===== src/rtl/gpio_port_pkg.sv =====
package gpio_port_pkg;
  localparam int BUS_W = 32;
  localparam int MAX_LINES = 32;

  // word indices (byte offset / 4)
  localparam int WIDX_OUT   = 0;
  localparam int WIDX_DIR   = 1;
  localparam int WIDX_BLINK = 2;
  localparam int WIDX_INV   = 3;
  localparam int WIDX_DIN   = 4;

  typedef enum logic [2:0] {
    SEL_NONE,
    SEL_OUT,
    SEL_DIR,
    SEL_BLINK,
    SEL_INV,
    SEL_DIN
  } reg_sel_e;
endpackage


===== src/rtl/gpio_in_sync.sv =====
module gpio_in_sync #(
  parameter int W = 32
) (
  input  logic         clk,
  input  logic         rst_n,
  input  logic [W-1:0] d,
  output logic [W-1:0] q
);
  logic [W-1:0] stage1_q, stage2_q;
  logic [W-1:0] stage1_d, stage2_d;

  always_comb begin
    stage1_d = d;
    stage2_d = stage1_q;
  end

  always_ff @(posedge clk or negedge rst_n) begin
    if (!rst_n) begin
      stage1_q <= '0;
      stage2_q <= '0;
    end else begin
      stage1_q <= stage1_d;
      stage2_q <= stage2_d;
    end
  end

  assign q = stage2_q;
endmodule


===== src/rtl/gpio_blink_gen.sv =====
module gpio_blink_gen #(
  parameter int HALF = 12_500_000
) (
  input  logic clk,
  input  logic rst_n,
  output logic phase
);
  localparam int CNT_W = (HALF > 1) ? $clog2(HALF) : 1;
  localparam logic [CNT_W-1:0] LAST = CNT_W'(HALF - 1);

  logic [CNT_W-1:0] cnt_q, cnt_d;
  logic             phase_q, phase_d;
  logic             tick;

  always_comb begin
    tick    = (cnt_q == LAST);
    cnt_d   = tick ? '0 : cnt_q + 1'b1;
    phase_d = phase_q ^ tick;
  end

  always_ff @(posedge clk or negedge rst_n) begin
    if (!rst_n) begin
      cnt_q   <= '0;
      phase_q <= 1'b0;
    end else begin
      cnt_q   <= cnt_d;
      phase_q <= phase_d;
    end
  end

  assign phase = phase_q;
endmodule


===== src/rtl/gpio_pin_drive.sv =====
module gpio_pin_drive #(
  parameter int W = 32
) (
  input  logic [W-1:0] out_val,
  input  logic [W-1:0] blink_en,
  input  logic [W-1:0] dir_in,
  input  logic         phase,
  output logic [W-1:0] pin_out,
  output logic [W-1:0] pin_oe
);
  for (genvar i = 0; i < W; i++) begin : g_line
    assign pin_out[i] = blink_en[i] ? phase : out_val[i];
    assign pin_oe[i]  = ~dir_in[i];
  end
endmodule


===== src/rtl/gpio_port_regs.sv =====
module gpio_port_regs
  import gpio_port_pkg::*;
#(
  parameter int NUM_LINES  = 32,
  parameter int ADDR_W     = 8,
  parameter int BLINK_HALF = 12_500_000
) (
  input  logic                 clk,
  input  logic                 rst_n,
  input  logic                 bus_sel,
  input  logic                 bus_we,
  input  logic [ADDR_W-1:0]    bus_addr,
  input  logic [31:0]          bus_wdata,
  output logic [31:0]          bus_rdata,
  input  logic [NUM_LINES-1:0] pin_in,
  output logic [NUM_LINES-1:0] pin_out,
  output logic [NUM_LINES-1:0] pin_oe
);
  localparam int WORD_W = ADDR_W - 2;
  localparam int PAD_W  = BUS_W - NUM_LINES;

  // reset: asynchronous assert, synchronous release
  logic [1:0] rst_sync_q;
  logic       rst_int_n;

  always_ff @(posedge clk or negedge rst_n) begin
    if (!rst_n) rst_sync_q <= 2'b00;
    else        rst_sync_q <= {rst_sync_q[0], 1'b1};
  end
  assign rst_int_n = rst_sync_q[1];

  // address decode
  logic [WORD_W-1:0] word_idx;
  reg_sel_e          sel;
  assign word_idx = bus_addr[ADDR_W-1:2];

  always_comb begin
    if      (word_idx == WORD_W'(WIDX_OUT))   sel = SEL_OUT;
    else if (word_idx == WORD_W'(WIDX_DIR))   sel = SEL_DIR;
    else if (word_idx == WORD_W'(WIDX_BLINK)) sel = SEL_BLINK;
    else if (word_idx == WORD_W'(WIDX_INV))   sel = SEL_INV;
    else if (word_idx == WORD_W'(WIDX_DIN))   sel = SEL_DIN;
    else                                      sel = SEL_NONE;
  end

  // register file
  logic [NUM_LINES-1:0] out_q, dir_q, blink_q, inv_q;
  logic [NUM_LINES-1:0] out_d, dir_d, blink_d, inv_d;
  logic                 wr_en;
  logic [NUM_LINES-1:0] wr_val;

  assign wr_en  = bus_sel & bus_we;
  assign wr_val = bus_wdata[NUM_LINES-1:0];

  always_comb begin
    out_d   = out_q;
    dir_d   = dir_q;
    blink_d = blink_q;
    inv_d   = inv_q;
    if (wr_en) begin
      unique case (sel)
        SEL_OUT:   out_d   = wr_val;
        SEL_DIR:   dir_d   = wr_val;
        SEL_BLINK: blink_d = wr_val;
        SEL_INV:   inv_d   = wr_val;
        default:   ;
      endcase
    end
  end

  always_ff @(posedge clk or negedge rst_int_n) begin
    if (!rst_int_n) begin
      out_q   <= '0;
      dir_q   <= '1;
      blink_q <= '0;
      inv_q   <= '0;
    end else if (wr_en) begin
      out_q   <= out_d;
      dir_q   <= dir_d;
      blink_q <= blink_d;
      inv_q   <= inv_d;
    end
  end

  // input path
  logic [NUM_LINES-1:0] sync_q;
  logic [NUM_LINES-1:0] din_val;

  gpio_in_sync #(.W(NUM_LINES)) i_sync (
    .clk   (clk),
    .rst_n (rst_int_n),
    .d     (pin_in),
    .q     (sync_q)
  );
  assign din_val = sync_q ^ inv_q;

  // blink and pin drive
  logic blink_phase;

  gpio_blink_gen #(.HALF(BLINK_HALF)) i_blink (
    .clk   (clk),
    .rst_n (rst_int_n),
    .phase (blink_phase)
  );

  gpio_pin_drive #(.W(NUM_LINES)) i_drive (
    .out_val  (out_q),
    .blink_en (blink_q),
    .dir_in   (dir_q),
    .phase    (blink_phase),
    .pin_out  (pin_out),
    .pin_oe   (pin_oe)
  );

  // read mux
  logic [NUM_LINES-1:0] rd_val;
  always_comb begin
    unique case (sel)
      SEL_OUT:   rd_val = out_q;
      SEL_DIR:   rd_val = dir_q;
      SEL_BLINK: rd_val = blink_q;
      SEL_INV:   rd_val = inv_q;
      SEL_DIN:   rd_val = din_val;
      default:   rd_val = '0;
    endcase
  end

  generate
    if (PAD_W > 0) begin : g_pad
      assign bus_rdata = bus_sel ? {{PAD_W{1'b0}}, rd_val} : '0;
    end else begin : g_full
      assign bus_rdata = bus_sel ? rd_val : '0;
    end
  endgenerate

  logic unused_bits;
  assign unused_bits = ^{bus_addr[1:0], bus_wdata};
endmodule


===== config.mk =====
export PLATFORM = sky130hd
export DESIGN_NAME = gpio_port_regs
export DESIGN_NICKNAME = d
export VERILOG_FILES = /design/src/rtl/gpio_port_pkg.sv /design/src/rtl/gpio_in_sync.sv /design/src/rtl/gpio_blink_gen.sv /design/src/rtl/gpio_pin_drive.sv /design/src/rtl/gpio_port_regs.sv
export SDC_FILE = /design/constraint.sdc
export NUM_CORES = 1
export LEC_CHECK = 0
export CAP_MARGIN = 25
export CORE_MARGIN = 2
export CORE_UTILIZATION = 63
export DETAILED_ROUTE_END_ITERATION = 6
export DONT_BUFFER_PORTS = 1
export HOLD_SLACK_MARGIN = 0.12
export PLACE_DENSITY_LB_ADDON = 0.08
export SYNTH_ARGS = -nofsm -noshare
export SYNTH_HDL_FRONTEND = slang
export SYNTH_HIERARCHICAL = 1
export SYNTH_SLANG_ARGS = --single-unit

===== constraint.sdc =====
create_clock -name clk -period 8.97 [get_ports clk]
set_input_delay 1.3455 -clock clk [delete_from_list [all_inputs] [get_ports clk]]
set_output_delay 1.3455 -clock clk [all_outputs]
set_load 0.01 [all_outputs]

=== Word-level counts from Yosys, hierarchy flattened ===
Index checks and enable logic that the tools add are counted.

* Register bits after elaboration: 219
* Bits of input ports: 76
* Output and inout bits: 96
* Logic and storage cells: 100

* Add/subtract/negate cells: 1
* Eq/ne operators: 10
* Multiplexer cells: 40
* Bitwise gates (word level): 35
* Reductions and logical operators: 5

{| class="wikitable"
|+ Operators by type and width
! kind !! count
|-
| $pmux 32 s5 || 1
|-
| $mux 1 || 32
|-
| $mux 32 || 1
|-
| $not 1->1 || 32
|-
| $xor 32x32->32 || 1
|-
| $add 24x1->24 const B || 1
|-
| $eq 24x24->1 const B || 1
|-
| $mux 24 || 1
|-
| $mux 3 || 5
|-
| $eq 6x2->1 const B || 2
|-
| $reduce_and 2->1 || 4
|-
| $eq 3x2->1 const B || 2
|-
| $eq 3x3->1 const B || 2
|-
| $eq 6x1->1 const B || 1
|-
| $eq 6x3->1 const B || 1
|-
| $logic_not 6->1 || 1
|-
| $eq 3x1->1 const B || 1
|-
| $and 1x1->1 || 1
|-
| $xor 1x1->1 || 1
|}

=== Longest topological paths before layout ===
Gate-level depths: netlist (run 1).

* Depth after elaboration: 9
* Depth in mapped cells: 7
* Gate-level depth less buffers: 5

=== Cells and area by module ===
The synthesis (run 1) kept the hierarchy.

{| class="wikitable"
|+ Modules (own cells, without submodules)
! module !! times used !! cells each !! area an instance (µm²) !! sequential area each (µm²)
|-
| gpio_port_regs || 1 || 506 || 6,454.9 || 3,293.2
|-
| gpio_in_sync || 1 || 64 || 1,601.5 || 1,601.5
|-
| gpio_blink_gen || 1 || 121 || 1,268.7 || 625.6
|-
| gpio_pin_drive || 1 || 67 || 495.5 || 0.0
|}

=== Least setup slack after synthesis (run 1) ===
OpenSTA, ideal clock, no wires.

* Path kind: input to output
* Start: input bus_addr[4]
* End: output bus_rdata[11]
* Arrival: 2.826 ns
* Slack: 4.798 ns
* Stages on the path: 6
* Cell sequence: or4_4 > nor3b_2 > buf_2 > buf_2 > a22oi_1 > a21oi_1

* Cells in the longest elaborated chain, start to end: 9
* Elaborated cells on any way between the ends: 17
* Classes of those cells: 9 x eq/ne; 7 x mux; 1 x reduce/logical

{| class="wikitable"
|+ RTL lines
! item !! RTL line !! RTL
|-
| from (decl) || gpio_port_regs.sv:12 || <nowiki>input logic [ADDR_W-1:0] bus_addr,</nowiki>
|-
| $eq 6x3->1 || gpio_port_regs.sv:42 || <nowiki>else if (word_idx == WORD_W'(WIDX_DIN)) sel = SEL_DIN;</nowiki>
|-
| $mux 3 || gpio_port_regs.sv:42 ||
|-
| $mux 3 || gpio_port_regs.sv:41 || <nowiki>else if (word_idx == WORD_W'(WIDX_INV)) sel = SEL_INV;</nowiki>
|-
| $mux 3 || gpio_port_regs.sv:40 || <nowiki>else if (word_idx == WORD_W'(WIDX_BLINK)) sel = SEL_BLINK;</nowiki>
|-
| $mux 3 || gpio_port_regs.sv:39 || <nowiki>else if (word_idx == WORD_W'(WIDX_DIR)) sel = SEL_DIR;</nowiki>
|-
| $mux 3 * || gpio_port_regs.sv:38 || <nowiki>if (word_idx == WORD_W'(WIDX_OUT)) sel = SEL_OUT;</nowiki>
|-
| $eq 3x3->1, or another cell as far along || gpio_port_regs.sv:118 || <nowiki>unique case (sel)</nowiki>
|-
| $pmux 32 s5 * || gpio_port_regs.sv:118 ||
|-
| $mux 32 * || gpio_port_regs.sv:132 || <nowiki>assign bus_rdata = bus_sel ? rd_val : '0;</nowiki>
|-
| to (decl) || gpio_port_regs.sv:14 || <nowiki>output logic [31:0] bus_rdata,</nowiki>
|}

Mark *: on every way between the ends. The rest lies on a longest branch, timed or not.

=== Worst setup path in the final report (run 1) ===
* Start: input bus_addr[5]
* End: output bus_rdata[30]

Same word-level chain as after synthesis.

==> results.md, run 1 <==
- In this run the clock root is driven by a clkbuf_16.
- Compared with the post-synthesis result, the final layout area differs by 9.01%.
- The die extent in y is 129 um.
- Using the TritonRoute via totals, the vias-per-cell ratio works out to 6.42.
- Summed over all cells, the static leakage comes to 4.69 nW.
- The half-perimeter wire length after detailed placement is 13800 um.
- STA classifies the critical path startpoint as an input pin.
- The total net switching power is 0.489 mW.
- The run finished with clean final reports.
- The total negative slack is 0 ns.
- Yosys mapped the design onto 47 distinct sky130hd cell types.
- The utilization after layout is 0.704.
- The mapped netlist covers 9820 um2.
- The number of max-slew violations in the final report is 0.
- Row generation in the floorplan step produced 45 rows.
- The aggregate global routing overflow is 0.
- The most used flip-flop cell after synthesis is dfrtp_1.
- The maximum clock rate is 0.220 GHz.
- The share of the Yosys chip area taken by registers is 0.562.
- The post-CTS setup buffer count is 0.
- The tightest hold margin is 0.345 ns.
- The commonest non-fill, non-tap cell in the layout is dfrtp_1.
- Dividing total power by cell area gives a power density of 203 nW/um2.
- In the routed design, unresolved DRC markers number 0.
- The type of destination of the critical path is an output port.
- The routed layout has 6150 vias.
- The CTS H-tree depth is 1.
- The detailed-route wire length per cell is 23.6 um.
- The number of iterations in the first detailed-routing pass is 4.
- After synthesis, the share of flip-flops with an asynchronous set or reset is 1.00.
- Clock tree synthesis found a total of 219 sinks.
- The count of synthesis-stage warnings from yosys is 6.
- The number of global-route vias before repair is 6333.
- The worst endpoint required time is 7.62 ns.
- The number of ports placed on the die boundary is 172.
- Of the total power, the clock network draws 0.423.
- The min-delay analysis places its worst path in the category reg2reg.
- Averaged over all synthesized cells, the footprint is 13.0 um2.
- The worst-case IR drop observed on VDD is 0.000206 V.
- The number of buffers created by CTS is 23.
- No sink is reached through more buffers than the 3 on the longest clock path.
- The max-cap check violation count is 0.
- The total setup violations reported at the end of the flow is 0.
- The number of gates resized after CTS was 0.
- The worst-case clock skew is 0.0143 ns.
- Entering global routing, the biggest net connects 78 pins.
- The final standard cell area without fillers is 10700 um2.
- The total number of nets in the final design is 829.
- The combinational power share is 0.066.
- The maximum fanout along the worst path is 32.
- The wire length of the first global-routing pass is 35200 um.
- Of the available clock period, the critical path in the final layout requires 0.508.
- The count of port buffers added during placement is 0.
- The library cells used most frequently in the layout, excluding fill and tap cells, are 186 x dfrtp_1, 158 x mux2_2, 37 x xnor2_1, 36 x inv_1.
- The post-synth net total is 835.
- The final number of hold-violating endpoints is 0.
- The die covers 16600 um2.
- The flip-flop and latch count after synthesis is 219.
- The clock latency on the worst-skew pair is 0.51 ns.
- Of the total power, registers draw 0.511.
- Setup repair after global routing left no endpoint under its margin.
- In the final layout, the share of cells above drive strength 1 is 0.324.
- The post-synthesis instance total is 758.
- The number of antenna violations at the first check in global routing is 1.
- The floorplan die width is 129 um.
- The overall global routing resource usage is 0.275.
- The final antenna-violating net count is 0.
- The number of hold buffers added after CTS was 0.
- STA puts the critical path data arrival time at 3.21 ns.
- Clock-pin slew was measured on the worst setup and hold paths at 0.05 ns.
- The initial utilization of the core area, before any placement, comes to 0.646.
- The slew at the pin closest to its max-slew limit is 1.08 ns.
- The final weighted congestion in routability-driven placement is 0.799.
- The switching power share of the total is 0.225.
- The core region is 15200 um2.
- The CTS tree is yes.
- The routed wire length is 22600 um.
- The starting DRC count in detailed routing is 478.
- The number of flops mapped to enable cells by yosys is 0.
- By startpoint and endpoint, the worst setup path is classified as in2out.
- The relative max-transition margin is 0.283.
- The standard cell area after detailed placement is 9940 um2.
- The internal power summed over all cells is 1.68 mW.
- The smallest clock period supported by the final layout is computed as 4.55 ns.
[routing by layer]
| metal | global-route usage | share of wire | vias up |
|---|---|---|---|
| li1 | - | - | 2709 |
| met1 | 0.371 | 0.42 | 3179 |
| met2 | 0.453 | 0.49 | 222 |
| met3 | 0.0570 | 0.066 | 40 |
| met4 | 0.0831 | 0.023 | 0 |
| met5 | 0 | 0 | - |
[cell families (layout without fill, tap and decap cells)]
group / after synthesis / after routing / share of synthesized area
AOI/OAI and AO/OA: 106 / 106 / 0.0721
xor gates and xnor gates: 48 / 48 / 0.0428
adders and majority gates: 1 / 1 / 0.00127
buffers and inverters: 78 / 89 / 0.0353
DFF: 219 / 219 / 0.562
muxes: 192 / 192 / 0.220
other: 1 / 2 / 0.000382
and+or+nand+nor: 113 / 113 / 0.0660
[sequential cells by signal, summed over array words and instances (netlist names)]
name             count
i_sync/q            32
i_blink/phase        1
inv_q               32
blink_q             32
i_sync/stage1_q     32
dir_q               32
i_blink/cnt_q       24
rst_sync_q           2
out_q               32
[path summary, 6_finish.rpt]
check | startpoint | to | slack (ns) | depth (start not counted)
worst max-delay path | bus_addr[5] | bus_rdata[30] | 4.42 | 4
worst min-delay path | i_sync/stage1_q[11]$_DFF_PN0_ | i_sync/q[11]$_DFF_PN0_ | 0.35 | 0
worst max register to register | i_blink/cnt_q[6]$_DFF_PN0_ | i_blink/cnt_q[12]$_DFF_PN0_ | 6.88 | 4
worst min register to register | i_sync/stage1_q[11]$_DFF_PN0_ | i_sync/q[11]$_DFF_PN0_ | 0.35 | 0
max in group asynchronous | rst_sync_q[1]$_DFF_PN0_ | i_sync/stage1_q[23]$_DFF_PN0_ | 7.09 | 1
min in group asynchronous | rst_sync_q[1]$_DFF_PN0_ | i_sync/stage1_q[9]$_DFF_PN0_ | 0.43 | 0
[critical path, stage by stage]
cell and delay (ns):
nor3_1 0.16, buf_4 0.19, nand3_2 0.78, a31oi_1 0.73
[power groups by stage]
stage | clock network, mW | registers [mW] | logic (mW)
after global placement | 0 | 1.12 | 0.139
after CTS | 0.934 | 1.11 | 0.145
after floorplan | 0 | 1.12 | 0.118
final | 0.917 | 1.11 | 0.144
after detailed placement | 0 | 1.13 | 0.144
after global routing | 0.977 | 1.12 | 0.158
[cells in the mapped netlist, types with 2 or more instances]
master    instances  area, um2
inv_1            36        135
mux2_1           33        372
nand4_1          12       75.1
or4_1             2       15.0
nor2b_1           2       12.5
nor4_1            7       43.8
a21oi_1          35        175
o211ai_1         28        210
nand2_1          35        131
clkbuf_1         21       78.8
nor4b_1           3       26.3
and2_1            2       12.5
and4_1            3       26.3
xnor2_1          37        324
mux2_2          158       1780
nor3_1            3       15.0
and3_1            6       37.5
nand3_1           7       35.0
a22oi_1          32        240
buf_1             3       11.3
dfstp_2          32        841
a22o_1            4       35.0
buf_6             3       33.8
buf_2            10       50.1
o21ai_0           2       10.0
dfrtp_1         187       4680
a31oi_1           2       12.5
buf_4             5       37.5
xor2_1           11       96.3
nor2_1           20       75.1
[cell type report]
| type | instances | area [um2] |
|---|---|---|
| sequential | 219 | 5520 |
| fill | 1051 | 4500 |
| multi-input combinational | 461 | 3970 |
| clock buffer | 38 | 722 |
| tap | 188 | 235 |
| inverter | 36 | 135 |
| timing repair buffer | 11 | 95.1 |
| clock inverter | 4 | 23.8 |
| antenna | 1 | 2.50 |
[metrics by stage]
stage                     power [mW]  std cells  setup slack, ns
after CTS                       2.19        956             4.43
after floorplan                 1.24        758             2.47
after global placement          1.26        914             4.44
after global routing            2.25        958             4.29
final                           2.17        958             4.42
after detailed placement        1.27        914             4.42
(Power assumes the default switching activity.)
==> inputs of run 2 (changes only) <==
ABC_AREA = 1   (was not set)
CORE_UTILIZATION = 64   (was 63)
clock period = 4.5 ns   (was 8.97 ns; I/O delays follow)
==> results.md, run 2 <==
- In this run, post-CTS repair resized a total of 0 instances.
- For the worst setup path, the data required time is 3.83 ns.
- The top-area cell type share of the netlist area is 0.442.
- Entering global routing, the biggest net connects 122 pins.
- The tightest min-delay check is of the in2reg type.
- Averaged over all synthesized cells, the footprint is 7.69 um2.
- The detailed-route wire length per cell is 16.4 um.
- The startpoint identified for the worst hold timing path is pin_in[10].
- Before CTS, the worst setup slack after placement is 1.42 ns.
- 0 antenna diodes ended up in the layout.
- Summed over all cells, the static leakage comes to 5.54 nW.
- The share of total power dissipated in sequential elements is 0.499.
- The number of antenna violations at the first check in global routing came to 0.
- The post-route met1 wirelength is 11500 um.
- STA puts the critical path data arrival time at 2.34 ns.
- The floorplan die width is 133 um.
- The die extent in y is 133 um.
- Headroom to the max-slew limit came out at 0.269.
- The starting utilization of the core area is 0.648.
- The count of cells in the finished layout, fillers not included, comes to 1591.
- The run finished with clean final reports.
- The number of vias per cell is 5.54.
- The share of the cycle needed by the critical path after routing is 0.670.
- The total setup violations reported at the end of the flow is 0.
- In this run the count of I/O pins placed on the die edge is 172.
- The share of total power in the clock network is 0.426.
- The wire length on met3 is 1900 um.
- The starting DRC count in detailed routing is 713.
- Leaving out fill and tap cells, the most frequent cell in the layout is nand2_1.
- After layout, the minimum clock period comes to 3.02 ns.
- The number of iterations in the first detailed-routing pass is 5.
- The start point of the critical path is bus_addr[2].
- The largest voltage drop on the vdd net is 0.000363 V.
- The CTS tree is yes.
- In this run, synthesis inferred 0 flip-flops with an integrated enable.
- In this run the core area contains 47 standard-cell rows.
- In this run the remaining antenna-violating nets after routing total 0.
- The overall global routing resource usage is 0.297.
- The number of global-route vias before repair is 8200.
- The type of destination of the critical path is an output port.
- The maximum clock rate is 0.332 GHz.
- The number of placed instances, taps included is 1543.
- After detailed routing, the total wire length is 26100 um.
- From synthesis to final layout, the design area changed by 8.86%.
- The maximum fanout along the worst path is 33.
- The clock drives 219 sinks.
- dfrtp_1 takes more of the synthesized area than any other cell.
- The total negative slack is 0 ns.
- For the pin with the worst max-slew slack, the measured transition is 1.09 ns.
- In the final layout, the share of cells above drive strength 1 is 0.0802.
- In this run the power spent charging and discharging nets is 1.11 mW.
- The area of the multi-input gates is 4070 um2.
- The clock latency on the worst-skew pair is 0.51 ns.
- The worst hold path depth is 0.
- By instance count, the leading cell after synthesis is nand2_1.
- The final number of hold-violating endpoints was 0.
- The CTS H-tree depth is 1.
- TritonCTS created 24 clock buffers.
- Sorting the synthesized cells by area gives the leading types as dfrtp_1 44%, nand2_1 16%, dfstp_2 7.9%, inv_1 6.8%, nand3_1 4.2%.
- The number of vias after detailed routing is 8816.
- After detailed routing, the met2 layer carries 12200 um of wire.
- The tool flagged a number of max-cap violations equal to 0.
- The count of port buffers added during placement is 0.
- The worst setup slack after layout is 1.48 ns.
- On the final layout, the worst clock skew is 0.0140 ns.
- The library cells used most frequently in the layout, excluding fill and tap cells, are 457 x nand2_1, 191 x inv_1, 186 x dfrtp_1, 107 x nor2_1, 89 x nand3_1.
- The class of the most critical setup path is in2out.
- STA classifies the critical path startpoint as an input pin.
- Registers take 5520 um2.
- The aggregate global routing overflow is 0.
- The combinational power share is 0.075.
- The switching power share of the total is 0.250.
- The placeable core region is 16300 um2.
- Internal power comes to 3.34 mW.
- The number of max-slew violations in the final report is 0.
- The primary flip-flop cell chosen by synthesis mapping is dfrtp_1.
- The top routing layer in use is met4.
- The cell area after technology mapping is 10600 um2.
- By count the netlist is led by 457 x nand2_1, 191 x inv_1, 187 x dfrtp_1.
- The final weighted congestion in routability-driven placement is 0.893.
- Counting flops and latches in the post-synthesis netlist gives 219.
- Counting distinct cell types in the post-synthesis netlist gives 32.
- The portion of the post-synthesis area used by sequential elements is 0.521.
- The die area is 17600 um2.
- The number of nets in the synthesized netlist is 1454.
- In the routed design, unresolved DRC markers number 0.
- The net count of the finished layout is 1430.
- For this run, the share of the core covered by cells in the final layout is 0.705.
- The maximum number of buffers from clock root to sink is 3.
- Setup repair after global routing left no endpoint under its margin.
- The total power consumption of the routed design is 4.45 mW.
- After clock tree synthesis, the clock-pin slew on the worst setup and hold paths is 0.06 ns.
- The number of fill cells in the layout is 1385.
- The worst register-to-register path begins at i_blink/cnt_q[0]$_DFF_PN0_.
- The post-synthesis instance total is 1377.
- For the worst flop-to-flop path, the logic depth is 8.
- The wire length of the first global-routing pass is 41900 um.
- The Yosys step of the flow raised 6 warnings.
- The buffer cell driving the clock tree root is clkbuf_16.
- The power per cell area is 386 nW/um2.
- The share of flip-flops with an asynchronous set or reset after synthesis is 1.00.
- The wire-length estimate of the detail-placed layout is 15700 um.
run 2: path summary, 6_finish.rpt:
check,end,slack (ns)
min in group asynchronous,i_sync/stage1_q[17]$_DFF_PN0_,0.33
max in group asynchronous,blink_q[11]$_DFFE_PN0P_,3.09
worst min register to register,i_sync/stage1_q[17]$_DFF_PN0_,0.33
worst max-delay path,bus_rdata[24],1.48
worst min-delay path,i_sync/stage1_q[10]$_DFF_PN0_,0.19
worst max register to register,i_blink/cnt_q[23]$_DFF_PN0_,3.05
run 2: cells by family after synthesis:
family | share of synthesized area
compound gates | 0.0648
xor+xnor | 0.00745
fa+ha+maj | 0.00118
buf+inv | 0.0969
flops | 0.521
other cells | 0.000354
simple gates | 0.308
run 2: repair_timing:
item | 4_1_cts | 5_1_grt
hold buffers | 1 | 0
setup buffers | 0 | 0
hold endpoints to repair | 2 | 0
run 2: worst max-delay path, stage by stage:
cell and delay (ns):
inv_1 0.09, nand2_1 0.18, nor2_4 0.84, nand2_1 0.10, nand2_1 0.11, nor2_1 0.05, nor2_1 0.29
run 2: layer usage:
metal	up-vias	global-route usage
met5	-	0
met2	315	0.477
met4	0	0.0789
met3	39	0.0513
li1	4268	-
met1	4194	0.424
run 2: cell type report:
| cell class | count | share of cell area |
|---|---|---|
| inverters | 194 | 0.0633 |
| clock inverters | 8 | 0.00619 |
| clock buffers | 36 | 0.0605 |
| multi-input cells | 902 | 0.353 |
| flip-flops and latches | 219 | 0.479 |
| repair buffers | 12 | 0.0137 |
| well taps | 220 | 0.0239 |
run 2: metrics by stage:
step / cell area (um2) / hold WS, ns
floorplan: 10600 / 0.331
global placement: 10700 / 0.332
detailed placement: 10700 / 0.335
CTS: 11400 / 0.174
global route: 11500 / 0.169
finish: 11500 / 0.189
run 2: power by group through the flow:
stage	Combinational (mW)	Clock [mW]	Sequential (mW)
after floorplan	0.234	0	2.24
after global placement	0.314	0	2.24
after detailed placement	0.327	0	2.25
after CTS	0.329	1.93	2.22
after global routing	0.380	2.01	2.24
final	0.334	1.89	2.22
